--- config.mk ---
export PLATFORM = sky130hd
export DESIGN_NAME = stack_exec
export DESIGN_NICKNAME = d
export VERILOG_FILES = /design/src/rtl/stack_exec_pkg.sv /design/src/rtl/se_operand_slot.sv /design/src/rtl/se_sp_unit.sv /design/src/rtl/se_ip_unit.sv /design/src/rtl/stack_exec.sv
export SDC_FILE = /design/constraint.sdc
export NUM_CORES = 1
export LEC_CHECK = 0
export BUFFER_PORTS_ARGS = -buffer_cell sky130_fd_sc_hd__buf_4
export CAP_MARGIN = 10
export CORE_MARGIN = 4
export CORE_UTILIZATION = 34
export CTS_CLUSTER_DIAMETER = 200
export DETAILED_ROUTE_END_ITERATION = 6
export HOLD_SLACK_MARGIN = 0.12
export SLEW_MARGIN = 20
export SYNTH_ARGS = -nofsm -noshare
export SYNTH_HDL_FRONTEND = slang
export SYNTH_HIERARCHICAL = 1
export SYNTH_SLANG_ARGS = --single-unit
--- constraint.sdc ---
create_clock -name clk_i -period 2.7 [get_ports clk_i]
set_clock_uncertainty 0.1 [all_clocks]
set_input_delay 0.135 -clock clk_i [delete_from_list [all_inputs] [get_ports clk_i]]
set_output_delay 0.135 -clock clk_i [all_outputs]
set_load 0.05 [all_outputs]
--- src/rtl/stack_exec_pkg.sv ---
package stack_exec_pkg;
  typedef enum logic [1:0] {
    SRC_ZERO = 2'b00,
    SRC_IMM  = 2'b01,
    SRC_PEEK = 2'b10,
    SRC_POP  = 2'b11
  } src_e;

  typedef enum logic [1:0] {
    DST_DROP = 2'b00,
    DST_PUSH = 2'b01,
    DST_JUMP = 2'b10,
    DST_RSVD = 2'b11
  } dst_e;

  typedef enum logic [2:0] {
    ST_IDLE,
    ST_SRC,
    ST_CAP,
    ST_WB,
    ST_DONE
  } state_e;

  localparam int unsigned NUM_SLOTS = 2;
endpackage

--- src/rtl/se_operand_slot.sv ---
module se_operand_slot
  import stack_exec_pkg::*;
#(
  parameter int unsigned DATA_W = 16
) (
  input  logic              clk_i,
  input  logic              rst_ni,
  input  logic              load_i,
  input  src_e              sel_i,
  input  logic [DATA_W-1:0] imm_i,
  input  logic [DATA_W-1:0] mem_i,
  output logic [DATA_W-1:0] op_o
);
  logic [DATA_W-1:0] nxt;

  always_comb begin
    unique case (sel_i)
      SRC_ZERO: nxt = '0;
      SRC_IMM:  nxt = imm_i;
      default:  nxt = mem_i;
    endcase
  end

  always_ff @(posedge clk_i or negedge rst_ni) begin
    if (!rst_ni)     op_o <= '0;
    else if (load_i) op_o <= nxt;
  end
endmodule

--- src/rtl/se_sp_unit.sv ---
module se_sp_unit #(
  parameter int unsigned    ADDR_W  = 8,
  parameter logic [ADDR_W-1:0] SP_INIT = '0
) (
  input  logic              clk_i,
  input  logic              rst_ni,
  input  logic              inc_i,
  input  logic              dec_i,
  output logic [ADDR_W-1:0] sp_o,
  output logic [ADDR_W-1:0] sp_dec_o
);
  assign sp_dec_o = sp_o - ADDR_W'(1);

  always_ff @(posedge clk_i or negedge rst_ni) begin
    if (!rst_ni)    sp_o <= SP_INIT;
    else if (inc_i) sp_o <= sp_o + ADDR_W'(1);
    else if (dec_i) sp_o <= sp_dec_o;
  end
endmodule

--- src/rtl/se_ip_unit.sv ---
module se_ip_unit #(
  parameter int unsigned      IP_W    = 16,
  parameter logic [IP_W-1:0]  IP_INIT = '0
) (
  input  logic            clk_i,
  input  logic            rst_ni,
  input  logic            step_i,
  input  logic            jump_i,
  input  logic [IP_W-1:0] target_i,
  output logic [IP_W-1:0] ip_o
);
  always_ff @(posedge clk_i or negedge rst_ni) begin
    if (!rst_ni)     ip_o <= IP_INIT;
    else if (step_i) ip_o <= jump_i ? target_i : ip_o + IP_W'(1);
  end
endmodule

--- src/rtl/stack_exec.sv ---
module stack_exec
  import stack_exec_pkg::*;
#(
  parameter int unsigned         DATA_W  = 16,
  parameter int unsigned         ADDR_W  = 8,
  parameter int unsigned         IP_W    = 16,
  parameter logic [ADDR_W-1:0]   SP_INIT = '0,
  parameter logic [IP_W-1:0]     IP_INIT = '0
) (
  input  logic              clk_i,
  input  logic              rst_ni,
  input  logic              start_i,
  input  logic              exec_en_i,
  input  logic [1:0]        in0_sel_i,
  input  logic [1:0]        in1_sel_i,
  input  logic [DATA_W-1:0] imm0_i,
  input  logic [DATA_W-1:0] imm1_i,
  input  logic [1:0]        out_sel_i,
  output logic [DATA_W-1:0] op0_o,
  output logic [DATA_W-1:0] op1_o,
  input  logic [DATA_W-1:0] res_i,
  output logic              mem_en_o,
  output logic              mem_we_o,
  output logic [ADDR_W-1:0] mem_addr_o,
  output logic [DATA_W-1:0] mem_wdata_o,
  input  logic [DATA_W-1:0] mem_rdata_i,
  output logic [ADDR_W-1:0] sp_o,
  output logic [IP_W-1:0]   ip_o,
  output logic              busy_o,
  output logic              done_o
);
  localparam int unsigned SLOT_W = $clog2(NUM_SLOTS);
  localparam logic [SLOT_W-1:0] LAST_SLOT = SLOT_W'(NUM_SLOTS - 1);

  state_e             state_q, state_d;
  logic [SLOT_W-1:0]  slot_q, slot_d;
  src_e               sel_q [NUM_SLOTS];
  logic [DATA_W-1:0]  imm_q [NUM_SLOTS];
  logic [DATA_W-1:0]  op    [NUM_SLOTS];
  dst_e               dst_q;
  logic               exec_q;

  src_e               cur_sel;
  logic               cur_stack;
  logic               do_push, sp_inc, sp_dec, ip_step;
  logic [ADDR_W-1:0]  sp_dec_val;

  assign cur_sel   = sel_q[slot_q];
  assign cur_stack = (cur_sel == SRC_PEEK) || (cur_sel == SRC_POP);
  assign do_push   = exec_q && (dst_q == DST_PUSH);

  // latch decoded fields at launch
  always_ff @(posedge clk_i or negedge rst_ni) begin
    if (!rst_ni) begin
      sel_q[0] <= SRC_ZERO;
      sel_q[1] <= SRC_ZERO;
      imm_q[0] <= '0;
      imm_q[1] <= '0;
      dst_q    <= DST_DROP;
      exec_q   <= 1'b0;
    end else if (state_q == ST_IDLE && start_i) begin
      sel_q[0] <= src_e'(in0_sel_i);
      sel_q[1] <= src_e'(in1_sel_i);
      imm_q[0] <= imm0_i;
      imm_q[1] <= imm1_i;
      dst_q    <= dst_e'(out_sel_i);
      exec_q   <= exec_en_i;
    end
  end

  always_comb begin
    state_d = state_q;
    slot_d  = slot_q;
    unique case (state_q)
      ST_IDLE: if (start_i) begin
        state_d = ST_SRC;
        slot_d  = '0;
      end
      ST_SRC: begin
        if (!exec_q)       state_d = ST_WB;
        else if (cur_stack) state_d = ST_CAP;
        else if (slot_q == LAST_SLOT) state_d = ST_WB;
        else slot_d = slot_q + SLOT_W'(1);
      end
      ST_CAP: begin
        if (slot_q == LAST_SLOT) state_d = ST_WB;
        else begin
          state_d = ST_SRC;
          slot_d  = slot_q + SLOT_W'(1);
        end
      end
      ST_WB:   state_d = ST_DONE;
      default: state_d = ST_IDLE;
    endcase
  end

  always_ff @(posedge clk_i or negedge rst_ni) begin
    if (!rst_ni) begin
      state_q <= ST_IDLE;
      slot_q  <= '0;
    end else begin
      state_q <= state_d;
      slot_q  <= slot_d;
    end
  end

  for (genvar g = 0; g < NUM_SLOTS; g++) begin : g_slot
    logic ld;
    assign ld = (slot_q == SLOT_W'(g)) &&
                ((state_q == ST_SRC && exec_q && !cur_stack) || state_q == ST_CAP);
    se_operand_slot #(.DATA_W(DATA_W)) u_slot (
      .clk_i  (clk_i),
      .rst_ni (rst_ni),
      .load_i (ld),
      .sel_i  (sel_q[g]),
      .imm_i  (imm_q[g]),
      .mem_i  (mem_rdata_i),
      .op_o   (op[g])
    );
  end

  assign op0_o = op[0];
  assign op1_o = op[1];

  assign sp_inc  = (state_q == ST_CAP) && (cur_sel == SRC_POP);
  assign sp_dec  = (state_q == ST_WB) && do_push;
  assign ip_step = (state_q == ST_WB);

  se_sp_unit #(.ADDR_W(ADDR_W), .SP_INIT(SP_INIT)) u_sp (
    .clk_i    (clk_i),
    .rst_ni   (rst_ni),
    .inc_i    (sp_inc),
    .dec_i    (sp_dec),
    .sp_o     (sp_o),
    .sp_dec_o (sp_dec_val)
  );

  se_ip_unit #(.IP_W(IP_W), .IP_INIT(IP_INIT)) u_ip (
    .clk_i    (clk_i),
    .rst_ni   (rst_ni),
    .step_i   (ip_step),
    .jump_i   (exec_q && dst_q == DST_JUMP),
    .target_i (IP_W'(res_i)),
    .ip_o     (ip_o)
  );

  assign mem_en_o    = (state_q == ST_SRC && exec_q && cur_stack) || sp_dec;
  assign mem_we_o    = sp_dec;
  assign mem_addr_o  = sp_dec ? sp_dec_val : sp_o;
  assign mem_wdata_o = res_i;

  assign busy_o = (state_q != ST_IDLE);
  assign done_o = (state_q == ST_DONE);
endmodule

==> summary.md, run 1 <==
| Metric | Value |
|---|---|
| Result of the run | completed |
| Estimated wirelength of the detail-placed design | 10.4 mm |
| H-tree lvl count | 3 |
| First DRT Iteration DRCs | 310 |
| Total die area | 17700 um2 |
| Sw Pwr | 4.57 mW |
| Initial Utilization | 0.347 |
| Yosys cell types | 57 |
| Setup TNS | 0 ns |
| Net switching share of the total power | 0.477 |
| Port bufs | 157 |
| Largest fanout on the critical path | 14 |
| Routed via count | 4585 |
| Insertion delay of the later-clocked pin in the worst-skew pair | 0.34 ns |
| Cell count after synthesis | 506 |
| Leakage power of the design | 3.31 nW |
| PD cells | 1280 nW/um2 |
| Number of CTS-inserted buffers | 9 |
| Dominant combinational cell family by area after synthesis | simple AND/OR/NAND/NOR gates |
| Endpoints failing hold | 0 |
| CTS tree | done |
| Top Ports | 158 |
| Fillcell total | 1413 |
| Area growth from synthesis to layout | 41.7% |
| Sinks on the clock net | 99 |
| Slew of the pin with the lowest slew margin | 0.599 ns |
| Part of the total power dissipated in sequential elements | 0.308 |
| Core region area | 15300 um2 |
| Share of cell area taken by muxes after synthesis | 0.117 |
| Antenna violations before repair | 0 |
| Async SR Flop Fraction | 1.00 |
| Cell breakdown of the critical path | and3b_1 -> and4b_1 -> buf_4 -> mux2_2 -> buf_4 |
| Commonest cells after routing, fill and taps aside | 168 x sky130_fd_sc_hd__buf_4, 99 x sky130_fd_sc_hd__dfrtp_1, 73 x sky130_fd_sc_hd__dlygate4sd3_1 |
| Cell family with most CP delay | flip-flops |
| Worst Setup Path Type | register to primary output |
| Via count of the first global-routing pass | 4778 |
| Most common cell after layout, fill and taps aside | sky130_fd_sc_hd__buf_4 |
| Total power | 9.59 mW |
| Sort of element at the end of the critical path | primary output |
| Global routing usage on met2 | 0.272 |
| Predominant post-synthesis flop cell | sky130_fd_sc_hd__dfrtp_1 |
| Startpoint type of the worst setup path | register |
| Number of buffers and inverters on the critical path | 2 |
| DRT antenna net count | 0 |
| Most prevalent standard cell on the critical path | sky130_fd_sc_hd__buf_4 |
| Register bit total from synthesis | 99 |
| Global routing usage summed across all routing layers | 0.169 |
| Portion of the post-synthesis area used by sequential elements | 0.467 |
| Buffers from clock root to sink, at most | 2 |
| Post-synth top area share | 0.467 |
| Met1 capacity usage during global routing | 0.221 |
| Master of the slowest instance on the critical path | sky130_fd_sc_hd__dfrtp_1 |
| Clock network fraction of total power | 0.142 |
| XOR/XNOR share of the synthesized area | 0.0215 |
| Floorplan die width | 133 um |
| Fraction of the mapped netlist area in compound gates | 0.107 |
| Post-synthesis adder-cell area fraction | 0.00708 |
| NumNets Final | 784 |
| Final setup violation count | 0 |
| Final setup margin | 0.365 ns |
| Net Count, Synth | 583 |
| Number of diodes added for antenna fixing | 0 |
| Clock tree root buffer cell | sky130_fd_sc_hd__clkbuf_16 |
| Simple-gate portion of the synthesized area | 0.203 |
| Tightest slew margin relative to the limit | 0.601 |
| Number of iterations in the first detailed-routing pass | 5 |
| FMAX | 0.428 GHz |
| Mean area per synthesized cell | 10.5 um2 |
| Number of maximum-capacitance constraint violations | 0 |
| Combinational share of power | 0.551 |
| Critical path's largest stage delay | 0.55 ns |
| Final period demand of the worst path | 2.33 ns |
| Int Pwr | 5.01 mW |
| Largest voltage drop on the vdd net | 717 uV |
| Fraction of layout instances using a drive strength above 1 | 0.353 |
| WL per Instance | 16.2 um |
| RSZ-0062 raised after global routing | no |
| Cell Area, Synth | 5300 um2 |
| Cell type with the largest total area after synthesis | sky130_fd_sc_hd__dfrtp_1 |
| Final weighted congestion of routability-driven global placement | 0.875 |
| Number of synthesized flops with an enable pin | 0 |
| Detailed-route wire length | 15.0 mm |
| Register clock-pin slew on the reported worst setup and hold paths | 0.06 ns |
| Slew Viols, Final | 0 |
| Worst min-delay path class | input port to async pin |
| Grt total ovfl | 0 |
| Post-Route Utilization | 0.492 |
| Vertical die dimension | 133 um |
| Row cnt | 45 |
| Synthesis warning total | 6 |
| Leading cell types by total area after synthesis | sky130_fd_sc_hd__dfrtp_1 47%, sky130_fd_sc_hd__mux2_2 8.5%, sky130_fd_sc_hd__nand3b_1 4.7% |
| Final clock period utilization by the worst path | 0.865 |
| Post-route DRC violation count | 0 |
| Met3 GRT Util | 0.0259 |
| Most congested layer reported by global routing | met2 |
| Per-cell via count in the routed design | 4.97 |
| Maximum number of pins on one net before global-route repair | 45 |
| Worst setup slack before clock tree synthesis | 0.625 ns |
| Required time of the critical path | 2.47 ns |
| Worst path arrival time | 2.10 ns |
| Global-route wire length before repair | 24.2 mm |
## Yosys cell counts, drive strengths merged, types with 4 or more instances
| library cell | instances |
|---|---|
| o21ai | 8 |
| o22ai | 7 |
| nor2 | 51 |
| nand3 | 12 |
| a31oi | 36 |
| nand2 | 52 |
| xor2 | 6 |
| nor3 | 9 |
| nor2b | 5 |
| buf | 43 |
| a21oi | 14 |
| a22o | 4 |
| xnor2 | 7 |
| inv | 7 |
| clkbuf | 9 |
| mux2 | 50 |
| dfrtp | 99 |
| nand3b | 34 |
| o31ai | 5 |
| and3 | 5 |
| nor4 | 5 |
| nand4 | 7 |
## power by group through the flow
| stage | Sequential, mW | Combinational, mW | Clock [mW] |
|---|---|---|---|
| finish | 2.95 | 5.28 | 1.36 |
| global route | 3.07 | 5.64 | 1.46 |
| CTS | 2.94 | 5.32 | 1.40 |
| detailed placement | 2.96 | 5.22 | 0 |
| global placement | 2.92 | 5.16 | 0 |
| floorplan | 4.08 | 2.75 | 0 |
## cell families (layout without fill, tap and decap cells)
logic type               Yosys count  after routing
buffers and inverters             59            264
adder cells (fa/ha/maj)            3              3
AND/OR/NAND/NOR                  194            194
multiplexers                      52             52
XOR/XNOR                          13             13
AO/OA/AOI/OAI                     86             86
flip-flops                        99             99
## stage by stage
| stage | area [um2] | hold slack (ns) | instances |
|---|---|---|---|
| after floorplan | 5300 | -0.261 | 506 |
| after global placement | 6470 | 0.0624 | 834 |
| after detailed placement | 6470 | 0.0682 | 834 |
| after CTS | 7510 | 0.237 | 922 |
| after global routing | 7510 | 0.300 | 922 |
| final | 7510 | 0.247 | 922 |
## sequential cells by signal (all words and copies together) (netlist names)
name and cells:
g_slot.u_slot/op_o 32, imm_q 32, u_ip/ip_o 16, u_sp/sp_o 8
sel_q 4, state_q 3, dst_q 2, exec_q 1
slot_q 1
## cell type report
class,instances,area [um2],area share
multi-input combinational,348,2420,0.323
clock buffer,11,233,0.0310
clock inverter,4,76.3,0.0102
tap,211,264,0.0351
timing repair buffer,242,2010,0.268
inverter,7,26.3,0.00350
sequential,99,2480,0.330
## final timing paths
kind	start	endpoint	slack, ns	depth (start not counted)
min	rst_ni	u_sp/sp_o[4]	0.25	2
max	state_q[0]	mem_addr_o[1]	0.37	5
max reg2reg	state_q[0]	u_sp/sp_o[3]	0.60	7
min in group clk_i	imm_q[9]	imm_q[9]	0.41	1
max in group asynchronous	rst_ni	state_q[0]	1.41	3
min reg2reg	imm_q[9]	imm_q[9]	0.41	1
## what timing repair did
| item | in CTS | in global routing |
|---|---|---|
| resized for setup | 0 | 0 |
| hold endpoints to repair | 131 | 0 |
| hold buffers | 73 | 0 |
| buffers inserted | 0 | 0 |
## metal layers
layer / share of wire / routed length [um] / up-vias
met3: 0.042 / 621 / 40
met2: 0.47 / 7100 / 148
met5: 0 / 0 / -
li1: - / - / 2211
met1: 0.45 / 6720 / 2186
met4: 0.035 / 519 / 0
(Power assumes the default switching activity.)
==> inputs of run 2 (changes only) <==
- CORE_MARGIN: 4 -> default
==> summary.md, run 2 (synthesized netlist as in run 1, its figures left out) <==
| Metric | Value |
|---|---|
| Per-cell via count in the routed design | 5.05 (was 4.97) |
| Final period demand of the worst path | 2.37 ns (was 2.33 ns) |
| Area of combinational cells with multiple inputs | 2420 um2 (unchanged) |
| Start point of the critical path | state_q[0] (unchanged) |
| Largest registers in the final layout | g_slot.u_slot/op_o: 32 flops, imm_q: 32 flops, u_ip/ip_o: 16 flops (unchanged) |
| Int Pwr | 4.96 mW (was 5.01 mW) |
| Global-route wire length before repair | 22.6 mm (was 24.2 mm) |
| Port bufs | 157 (unchanged) |
| Grt total ovfl | 0 (unchanged) |
| FMAX | 0.422 GHz (was 0.428 GHz) |
| Part of the total power dissipated in sequential elements | 0.310 (was 0.308) |
| WL per Instance | 15.8 um (was 16.2 um) |
| Largest voltage drop on the vdd net | 678 uV (was 717 uV) |
| Sinks on the clock net | 99 (unchanged) |
| Tightest slew margin relative to the limit | 0.612 (was 0.601) |
| Number of maximum-capacitance constraint violations | 0 (unchanged) |
| Slew of the pin with the lowest slew margin | 0.582 ns (was 0.599 ns) |
| Clock network fraction of total power | 0.141 (was 0.142) |
| Required time of the critical path | 2.47 ns (about the same) |
| Most prevalent standard cell on the critical path | sky130_fd_sc_hd__buf_4 (unchanged) |
| Number of CTS-inserted buffers | 9 (unchanged) |
| Final clock period utilization by the worst path | 0.878 (was 0.865) |
| Worst path arrival time | 2.14 ns (was 2.10 ns) |
| Worst min-delay path class | input port to async pin (unchanged) |
| Global routing usage summed across all routing layers | 0.179 (was 0.169) |
| Vertical die dimension | 127 um (was 133 um) |
| Number of diodes added for antenna fixing | 0 (unchanged) |
| CTS tree | done (unchanged) |
| Sw Pwr | 4.60 mW (was 4.57 mW) |
| Estimated wirelength of the detail-placed design | 9.69 mm (was 10.4 mm) |
| Antenna violations before repair | 0 (unchanged) |
| Commonest cells after routing, fill and taps aside | 166 x sky130_fd_sc_hd__buf_4, 99 x sky130_fd_sc_hd__dfrtp_1, 73 x sky130_fd_sc_hd__dlygate4sd3_1 (was 168 x sky130_fd_sc_hd__buf_4, 99 x sky130_fd_sc_hd__dfrtp_1, 73 x sky130_fd_sc_hd__dlygate4sd3_1) |
| Area growth from synthesis to layout | 41.2% (was 41.7%) |
| Initial Utilization | 0.349 (was 0.347) |
| Largest fanout on the critical path | 14 (unchanged) |
| Leakage power of the design | 3.31 nW (about the same) |
| Combinational share of power | 0.549 (was 0.551) |
| Register clock-pin slew on the reported worst setup and hold paths | 0.06 ns (about the same) |
| Critical register-to-register path startpoint | u_ip/ip_o[0] (was state_q[0]) |
| Total of cells resized after clock tree synthesis | 0 (unchanged) |
| Maximum number of pins on one net before global-route repair | 59 (was 45) |
| Number of iterations in the first detailed-routing pass | 5 (unchanged) |
| Floorplan die width | 127 um (was 133 um) |
| Endpoints failing hold | 0 (unchanged) |
| Clock tree root buffer cell | sky130_fd_sc_hd__clkbuf_16 (unchanged) |
| Via count of the first global-routing pass | 4453 (was 4778) |
| First DRT Iteration DRCs | 288 (was 310) |
| Total die area | 16100 um2 (was 17700 um2) |
| Master of the slowest instance on the critical path | sky130_fd_sc_hd__dfrtp_1 (unchanged) |
| Total power | 9.55 mW (was 9.59 mW) |
| Top Ports | 158 (unchanged) |
| Most common cell after layout, fill and taps aside | sky130_fd_sc_hd__buf_4 (unchanged) |
| Net switching share of the total power | 0.481 (was 0.477) |
| Result of the run | completed (unchanged) |
| Setup TNS | 0 ns (unchanged) |
| RSZ-0062 raised after global routing | no (unchanged) |
| Final setup violation count | 0 (unchanged) |
| Post-route DRC violation count | 0 (unchanged) |
| NumNets Final | 783 (was 784) |
| Routed via count | 4537 (was 4585) |
| Slew Viols, Final | 0 (unchanged) |
| Sort of element at the end of the critical path | primary output (unchanged) |
| Fraction of layout instances using a drive strength above 1 | 0.356 (was 0.353) |
| Buffers from clock root to sink, at most | 2 (unchanged) |
| Startpoint type of the worst setup path | register (unchanged) |
| Number of buffers and inverters on the critical path | 2 (unchanged) |
| DRT antenna net count | 0 (unchanged) |
| Worst Setup Path Type | register to primary output (unchanged) |
| Insertion delay of the later-clocked pin in the worst-skew pair | 0.35 ns (was 0.34 ns) |
| Fillcell total | 1429 (was 1413) |
| Register cell area after layout | 2480 um2 (unchanged) |
| Critical path's largest stage delay | 0.56 ns (was 0.55 ns) |
| Final weighted congestion of routability-driven global placement | 0.805 (was 0.875) |
| Core region area | 15200 um2 (was 15300 um2) |
| Cell breakdown of the critical path | and3b_1 -> and4b_1 -> buf_4 -> mux2_2 -> buf_4 (unchanged) |
| PD cells | 1280 nW/um2 (about the same) |
| H-tree lvl count | 3 (unchanged) |
| Detailed-route wire length | 14.2 mm (was 15.0 mm) |
| Row cnt | 45 (unchanged) |
| Cell family with most CP delay | flip-flops (unchanged) |
==> run 2: cell types whose count changed in the layout (fill, tap and decap cells not counted), sizes merged <==
cell	before	now
bufinv	2	1
buf	169	168
inv	7	10
clkbuf	11	10
==> run 2: worst paths after layout <==
kind | endpoint | cells past startpoint | slack (ns)
setup / recovery | mem_addr_o[5] | 5 | 0.33
hold / removal | u_sp/sp_o[5] | 2 | 0.23
setup reg to reg | u_ip/ip_o[12] | 5 | 0.58
hold reg to reg | imm_q[8] | 1 | 0.41
max in group asynchronous | u_sp/sp_o[4] | 3 | 1.54
min in group clk_i | imm_q[8] | 1 | 0.41
==> run 2: power groups by stage <==
stage	logic [mW]	registers [mW]	clock network [mW]
CTS	5.28	2.95	1.39
finish	5.25	2.96	1.35
detailed placement	5.18	2.98	0
global route	5.61	3.07	1.45
global placement	5.13	2.93	0
floorplan	2.75	4.08	0
==> run 2: cell type report <==
type,count,area share
sequential,99,0.331
multi-input combinational,348,0.324
timing repair buffer,241,0.269
clock buffer,10,0.0319
tap,188,0.0314
clock inverter,6,0.00919
inverter,7,0.00351
==> run 2: repair_timing <==
action	CTS	global route
endpoints found under the hold margin	130	0
setup buffers	0	0
hold buffers	73	0
==> run 2: metrics by stage <==
| step | hold WS, ns | cells | setup slack (ns) | cell area [um2] | util |
|---|---|---|---|---|---|
| after floorplan | -0.261 | 506 | 0.422 | 5300 | - |
| after global placement | 0.0672 | 810 | 0.683 | 6450 | 0.424 |
| after detailed placement | 0.0761 | 810 | 0.619 | 6450 | 0.424 |
| after CTS | 0.230 | 899 | 0.328 | 7490 | 0.492 |
| after global routing | 0.287 | 899 | 0.236 | 7490 | 0.492 |
| final | 0.231 | 899 | 0.328 | 7490 | 0.492 |
==> run 2: layer usage <==
layer  track usage  part of all wire  up-vias  wire length [um]
met5             0                 0        -                 0
met4        0.0889             0.025        0               352
met3        0.0236             0.036       25               515
met2         0.285              0.48      119              6840
met1         0.239              0.46     2193              6540
li1              -                 -     2200                 -
